==> src/rtl/bus_wdog_pkg.sv <==
package bus_wdog_pkg;
  typedef struct packed {
    logic load;  // arm: reload counter, clear prescaler
    logic run;   // advance prescaler / counter this cycle
  } wdog_strobe_t;
endpackage

==> src/rtl/bus_wdog_datapath.sv <==
module bus_wdog_datapath
  import bus_wdog_pkg::*;
#(
  parameter int PRE_W = 4,
  parameter int CNT_W = 10
) (
  input  logic             clk,
  input  logic             rstN,
  input  wdog_strobe_t     strb,
  input  logic [CNT_W-1:0] timeoutVal,
  output logic             cntZero
);
  logic [CNT_W-1:0] cnt;
  logic             stepTick;

  generate
    if (PRE_W > 0) begin : g_pre
      logic [PRE_W-1:0] pre;
      always_ff @(posedge clk or negedge rstN) begin
        if (!rstN)          pre <= '0;
        else if (strb.load) pre <= '0;
        else if (strb.run)  pre <= pre + 1'b1;
      end
      assign stepTick = strb.run && (&pre);
    end else begin : g_nopre
      assign stepTick = strb.run;
    end
  endgenerate

  always_ff @(posedge clk or negedge rstN) begin
    if (!rstN)                        cnt <= '0;
    else if (strb.load)               cnt <= timeoutVal;
    else if (stepTick && cnt != '0)   cnt <= cnt - 1'b1;
  end

  assign cntZero = (cnt == '0);
endmodule

==> src/rtl/bus_wdog_ctrl.sv <==
module bus_wdog_ctrl
  import bus_wdog_pkg::*;
(
  input  logic         clk,
  input  logic         rstN,
  input  logic         addrStrobeN,
  input  logic         cfgWr,
  input  logic         cfgEn,
  input  logic         flagClr,
  input  logic         cntZero,
  output wdog_strobe_t strb,
  output logic         busErrN,
  output logic         timeoutFlag
);
  logic enReg, prevStrobeN, active, errReg;
  logic strobeOn, killNow, expire;

  assign strobeOn  = !addrStrobeN;
  assign killNow   = !enReg || (cfgWr && !cfgEn) || addrStrobeN;
  assign strb.load = enReg && strobeOn && prevStrobeN;
  assign strb.run  = active && strobeOn && !errReg;
  assign expire    = active && !killNow && cntZero && !errReg;

  always_ff @(posedge clk or negedge rstN) begin
    if (!rstN) begin
      enReg       <= 1'b1;
      prevStrobeN <= 1'b1;
      active      <= 1'b0;
      errReg      <= 1'b0;
      timeoutFlag <= 1'b0;
    end else begin
      prevStrobeN <= addrStrobeN;
      if (cfgWr) enReg <= cfgEn;
      if (killNow) begin
        active <= 1'b0;
        errReg <= 1'b0;
      end else if (strb.load) begin
        active <= 1'b1;
      end else if (expire) begin
        errReg <= 1'b1;
      end
      if (expire)       timeoutFlag <= 1'b1;
      else if (flagClr) timeoutFlag <= 1'b0;
    end
  end

  assign busErrN = !errReg;
endmodule

==> src/rtl/bus_wdog.sv <==
module bus_wdog
  import bus_wdog_pkg::*;
#(
  parameter int PRE_W = 4,
  parameter int CNT_W = 10
) (
  input  logic             clk,
  input  logic             rstN,
  input  logic             addrStrobeN,
  input  logic [CNT_W-1:0] timeoutVal,
  input  logic             cfgWr,
  input  logic             cfgEn,
  input  logic             flagClr,
  output logic             busErrN,
  output logic             timeoutFlag
);
  wdog_strobe_t strb;
  logic         cntZero;

  bus_wdog_ctrl u_ctrl (
    .clk(clk), .rstN(rstN), .addrStrobeN(addrStrobeN), .cfgWr(cfgWr),
    .cfgEn(cfgEn), .flagClr(flagClr), .cntZero(cntZero), .strb(strb),
    .busErrN(busErrN), .timeoutFlag(timeoutFlag)
  );

  bus_wdog_datapath #(.PRE_W(PRE_W), .CNT_W(CNT_W)) u_dp (
    .clk(clk), .rstN(rstN), .strb(strb), .timeoutVal(timeoutVal),
    .cntZero(cntZero)
  );
endmodule

==> config.mk <==
export PLATFORM = sky130hd
export DESIGN_NAME = bus_wdog
export DESIGN_NICKNAME = d
export VERILOG_FILES = /design/src/rtl/bus_wdog_pkg.sv /design/src/rtl/bus_wdog_datapath.sv /design/src/rtl/bus_wdog_ctrl.sv /design/src/rtl/bus_wdog.sv
export SDC_FILE = /design/constraint.sdc
export NUM_CORES = 1
export LEC_CHECK = 0
export ABC_AREA = 1
export BUFFER_PORTS_ARGS = -buffer_cell sky130_fd_sc_hd__buf_2
export CORE_MARGIN = 2
export CORE_UTILIZATION = 45
export DETAILED_ROUTE_END_ITERATION = 10
export GPL_TIMING_DRIVEN = 0
export PLACE_DENSITY_LB_ADDON = 0.08
export SYNTH_ARGS = -nofsm -noshare
export SYNTH_HDL_FRONTEND = slang
export SYNTH_HIERARCHICAL = 1
export SYNTH_SLANG_ARGS = --single-unit
==> constraint.sdc <==
create_clock -name clk -period 1.79 [get_ports clk]
set_input_delay 0.0895 -clock clk [delete_from_list [all_inputs] [get_ports clk]]
set_output_delay 0.0895 -clock clk [all_outputs]
set_load 0.05 [all_outputs]
# [Word level (Yosys, flattened, before mapping)]
# Cells that the tools add are included.
[word_totals] register_bits=19 out_inout_bits=2 word_cells=47
[op_classes] eq_ne=1 n_mux=11 n_reduce_logical=26 n_addsub=2
[op_table] op="$mux W10" count=2
[op_table] op="$logic_and A1 B1 Y1" count=10
[op_table] op="$logic_not A10 Y1" count=1
[op_table] op="$reduce_bool A10 Y1" count=1
[op_table] op="$reduce_bool A2 Y1" count=5
[op_table] op="$sub A10 B1 Y10 const B" count=1
[op_table] op="$mux W4" count=2
[op_table] op="$mux W1" count=7
[op_table] op="$logic_not A1 Y1" count=5
[op_table] op="$add A4 B1 Y4 const B" count=1
[op_table] op="$reduce_and A4 Y1" count=1
[op_table] op="$logic_or A1 B1 Y1" count=2
[op_table] op="$ne A2 B1 Y1 const B" count=1
[op_table] op="$reduce_and A2 Y1" count=1

# [Depth between registers and ports, before layout]
[depth] word_depth=11 mapped_depth=12 ltp_nobuf=12

# [By module]
# Netlist, hierarchy kept.
[by_module_without_submodules] module="bus_wdog_datapath" n_inst=1 area_each_um2=988.4 seq_area_each_um2=350.3 cells_each=141
[by_module_without_submodules] module="bus_wdog_ctrl" n_inst=1 area_each_um2=249.0 seq_area_each_um2=127.6 cells_each=32

# [Worst setup path before layout]
# OpenSTA, ideal clock, no wires.
[synth_timing] path_type="register to register" startpoint="register u_dp.cnt[0]" endpoint="register u_dp.cnt[0]" path_slack_ns=0.333 stages_incl_launch_ff=11 setup_ns=0.119 arrival_ns=1.337 cell_sequence="dfrtp_1 > inv_1 > ha_1 > nand2_4 > nor2_4 > nand2_2 > nand2_4 > nand2_4 > buf_6 > nand2_2 > o21ai_2"
[synth_via] elab_chain_len=3
[synth_rtl] item="start, declared" line_no="bus_wdog_datapath.sv:13" rtl="logic [CNT_W-1:0] cnt;"
[synth_rtl] item="start signal, assigned" line_no="bus_wdog_datapath.sv:32" rtl="else if (strb.load) cnt <= timeoutVal;"
[synth_rtl] item="start signal, assigned" line_no="bus_wdog_datapath.sv:33" rtl="else if (stepTick && cnt != '0) cnt <= cnt - 1'b1;"
[synth_rtl] item="$sub A10 B1 Y10 or $reduce_bool A10 Y1 (tied branches)" line_no="bus_wdog_datapath.sv:33"
[synth_rtl] item="$mux W10 or $logic_and A1 B1 Y1 (tied branches)" line_no="bus_wdog_datapath.sv:33"
[synth_rtl] item="$mux W10 or $reduce_bool A2 Y1 (tied branches)"
# Several ways; a longest one is shown, not always the timed one. The select of a mux whose other input is x is not followed.
# A chain may end at the register's enable or synchronous reset.

==> results.sh <==
export IMPL_worst_pin_slew_ns=0.4670
export IMPL_clk_latency_ns=0.30
export IMPL_fin_crit_sh_pct=92.20
export IMPL_setup_slack_ns=0.1397
export IMPL_grt_pass1_wl_mm=4.595
export IMPL_synth_top_area_share_pct=34.38
export IMPL_seqPwrFrac_pct=42.5
export IMPL_worst_path_buf_inv=6
export IMPL_root_buffer="clkbuf_4"
export IMPL_antenna_cells=0
export IMPL_critPathRequiredTime_ns=2.03
export IMPL_cts_htree_levels=1
export IMPL_dpl_hpwl_mm=1.919
export IMPL_antenna_found_initial=0
export IMPL_worstHoldStart="timeoutVal[7]"
export IMPL_cts_max_path_buffers=2
export IMPL_finalSetupTns_ns=0
export IMPL_synth_area_top_cells="dfrtp_1 (34%), nand2_1 (15%), nand3_1 (6.9%)"
export IMPL_rsz0062_at_grt="false"
export IMPL_final_cells=228
export IMPL_finalHoldViolations=0
export IMPL_syn_num_nets=191
export IMPL_track_usage_pct=18.18
export IMPL_critPathMaxStageDelay_ns=0.54
export IMPL_finalClockSkew_ns=0.009061
export IMPL_reg2reg_slack_ns=0.17
export IMPL_hold_depth=3
export IMPL_coreArea_mm2=0.002686
export IMPL_final_util_pct=53.33
export IMPL_slowest_stage="dlygate4sd3_1"
export IMPL_cpLargestDelayFamily="buffers and inverters"
export IMPL_start_util_pct=46.06
export IMPL_clkPwrFrac_pct=14.4
export IMPL_path_max_fanout=10
export IMPL_maxSlewViolCount=0
export IMPL_setup_viol=0
export IMPL_fin_hold_ws_ns=0.01297
export IMPL_synth_cells=173
export IMPL_synth_cell_area_mm2=0.001237
export IMPL_p_leak_nw=0.7493
export IMPL_final_nets=216
export IMPL_r2r_start="u_ctrl/enReg"
export IMPL_status="finished, final reports clean"
export IMPL_die_x_um=56.44
export IMPL_drive_above_1_share_pct=26.40
export IMPL_grt_pass1_vias=1115
export IMPL_postRouteAntennaNets=0
export IMPL_start_kind="primary input"
export IMPL_clock_fmax_mhz=605.9
export IMPL_p_int_uw=885.7
export IMPL_route_detailed_drc=0
export IMPL_cts_sinks=19
export IMPL_end_kind="register"
export IMPL_drt_wirelength_per_cell_um=11.10
export IMPL_grt_overflow_total=0
export IMPL_post_route_cell_area_mm2=0.001433
export IMPL_io_buffers=17
export IMPL_cts_tree="yes"
export IMPL_yosys_cell_types_count=24
export IMPL_comb_power_share_pct=43.2
export IMPL_firstDrtPassIters=4
export IMPL_routed_wl_mm=2.531
export IMPL_ys_ff_latch=19
export IMPL_critPathLaunch="addrStrobeN"
export IMPL_clk_pin_slew_ns=0.11
export IMPL_yosysTopAreaCell="dfrtp_1"
export IMPL_dieArea_mm2=0.003185
export IMPL_vias_per_cell=4.904
export IMPL_syn_to_final_growth_pct=15.77
export IMPL_period_needed_ns=1.650
export IMPL_grt_max_degree=20
export IMPL_fill_cells=267
export IMPL_pre_cts_slack_ns=0.1004
export IMPL_dpl_cell_count=221
export IMPL_min_to="u_dp/cnt[7]"
export IMPL_avgSynthCellArea_um2=7.153
export IMPL_cts_setup_buffers=0
export IMPL_path_cells="dlygate4sd3_1 -> buf_2 -> inv_2 -> nand2_1 -> nor2_2 -> nand3_1 -> inv_2 -> nand2_1 -> inv_2 -> nand2_4 -> nand2_4 -> buf_6 -> nand3_2 -> nand2_1"
export IMPL_gp_congestion=0.8159
export IMPL_io_pin_count=18
export IMPL_die_h_um=56.44
export IMPL_p_total_mw=1.545
export IMPL_drv_cap=0
export IMPL_vdd_drop_max_mv=0.7414
export IMPL_row_count=19
export IMPL_power_density_mw_per_mm2=1079
export IMPL_yosysSeqAreaShare_pct=38.62
export IMPL_drtIter0Drc=27
export IMPL_crit_type="primary input to register"
export IMPL_yosysWarnings=6
export IMPL_r2r_cells=6
export IMPL_reg2reg_to="u_dp/cnt[0]"
export IMPL_vias=1118
export IMPL_swShare_pct=42.67
export IMPL_placed_area_mm2=0.001361
export IMPL_hold_path_class="primary input to register"
export IMPL_numCtsBuffers=3
export IMPL_critPathArrivalTime_ns=1.89
export IMPL_slew_headroom_pct=68.87
export IMPL_net_switching_power_uw=659.4
==> sequential cells by signal, indices dropped and copies added (netlist names) <==
| signal | cells |
|---|---|
| u_ctrl/active | 1 |
| u_ctrl/enReg | 1 |
| u_ctrl/errReg | 1 |
| u_ctrl/prevStrobeN | 1 |
| u_ctrl/timeoutFlag | 1 |
| u_dp/cnt | 10 |
| u_dp/g_pre.pre | 4 |
==> layout by cell type, fill, tap and decap left out, drive strengths merged <==
cell type    instances
buf                 19
nand3               19
ha                   2
nor2                26
dfstp                2
dlygate4sd3          3
clkinv               1
nand3b               1
dfrtp               17
o21ai               13
inv                 22
nand2               57
or2                  2
clkbuf               5
a21oi                4
nor3                 4
==> how the worst max path moves through the flow <==
stage | endpoint | slack (ns) | cells after the start
finish | u_dp/cnt[8] | 0.14 | 14
global route | u_dp/cnt[8] | 0.001 | 14
CTS | u_dp/cnt[8] | 0.06 | 14
detailed placement | u_ctrl/timeoutFlag | 0.10 | 10
global placement | u_ctrl/timeoutFlag | 0.11 | 10
floorplan | u_dp/cnt[0] | 0.33 | 10
==> per-layer routing <==
metal / share of wire (%) / GRT usage, % / vias up
met5: 0 / 0 / -
met4: 0.67 / 6.122 / 0
met3: 2.6 / 2.074 / 2
met2: 49 / 31.89 / 14
met1: 47 / 23.02 / 510
li1: - / - / 592
==> logic make-up (layout without fill, tap and decap cells) <==
logic type	after synthesis	count (layout)	share of synthesized area (%)
DFF	19	19	38.63
AOI/OAI and AO/OA	17	17	8.392
buffers and inverters	26	50	8.594
adders and majority gates	2	2	2.022
and+or+nand+nor	109	109	42.37
==> layout make-up <==
| type | instances | area, µm² | area share [%] |
|---|---|---|---|
| Inverter | 23 | 86.33 | 6.026 |
| Sequential cell | 19 | 478.0 | 33.36 |
| Multi-Input combinational cell | 128 | 668.1 | 46.64 |
| Clock buffer | 4 | 26.28 | 1.834 |
| Timing Repair Buffer | 20 | 115.1 | 8.035 |
| Buffer | 3 | 20.02 | 1.397 |
| Tap cell | 31 | 38.79 | 2.707 |
==> synth_stat cells <==
master,n
nand2_1,48
nor2_1,22
inv_1,19
dfrtp_1,17
nand3_1,17
o21ai_0,8
nand2_2,6
o21ai_2,5
a21oi_1,4
inv_2,3
nand2_4,3
nor2_4,3
nor3_1,3
dfstp_2,2
ha_1,2
nand3_2,2
or2_2,2
buf_2,1
buf_6,1
clkbuf_1,1
clkinv_1,1
nand3b_1,1
nor2_2,1
nor3_2,1
==> power groups by stage <==
stage	clock network (mW)	registers, mW	logic (mW)
2_1_floorplan	0	0.632	0.535
3_3_place_gp	0	0.660	0.631
3_5_place_dp	0	0.662	0.645
4_1_cts	0.236	0.653	0.653
5_1_grt	0.250	0.672	0.782
6_report	0.222	0.656	0.667
==> tightest hold or removal path, delay by kind of cell <==
kind | cells | cell delay (ns)
buffers and inverters | 1 | 0.08
and+or+nand+nor | 2 | 0.10
==> repair_timing <==
item | in CTS | in global routing
endpoints found under the setup margin | 0 | 9
endpoints found under the hold margin | 19 | 0
hold buffers | 3 | 0
gates resized for setup | 0 | 3
Note: power is estimated with default switching activity, not from simulation.
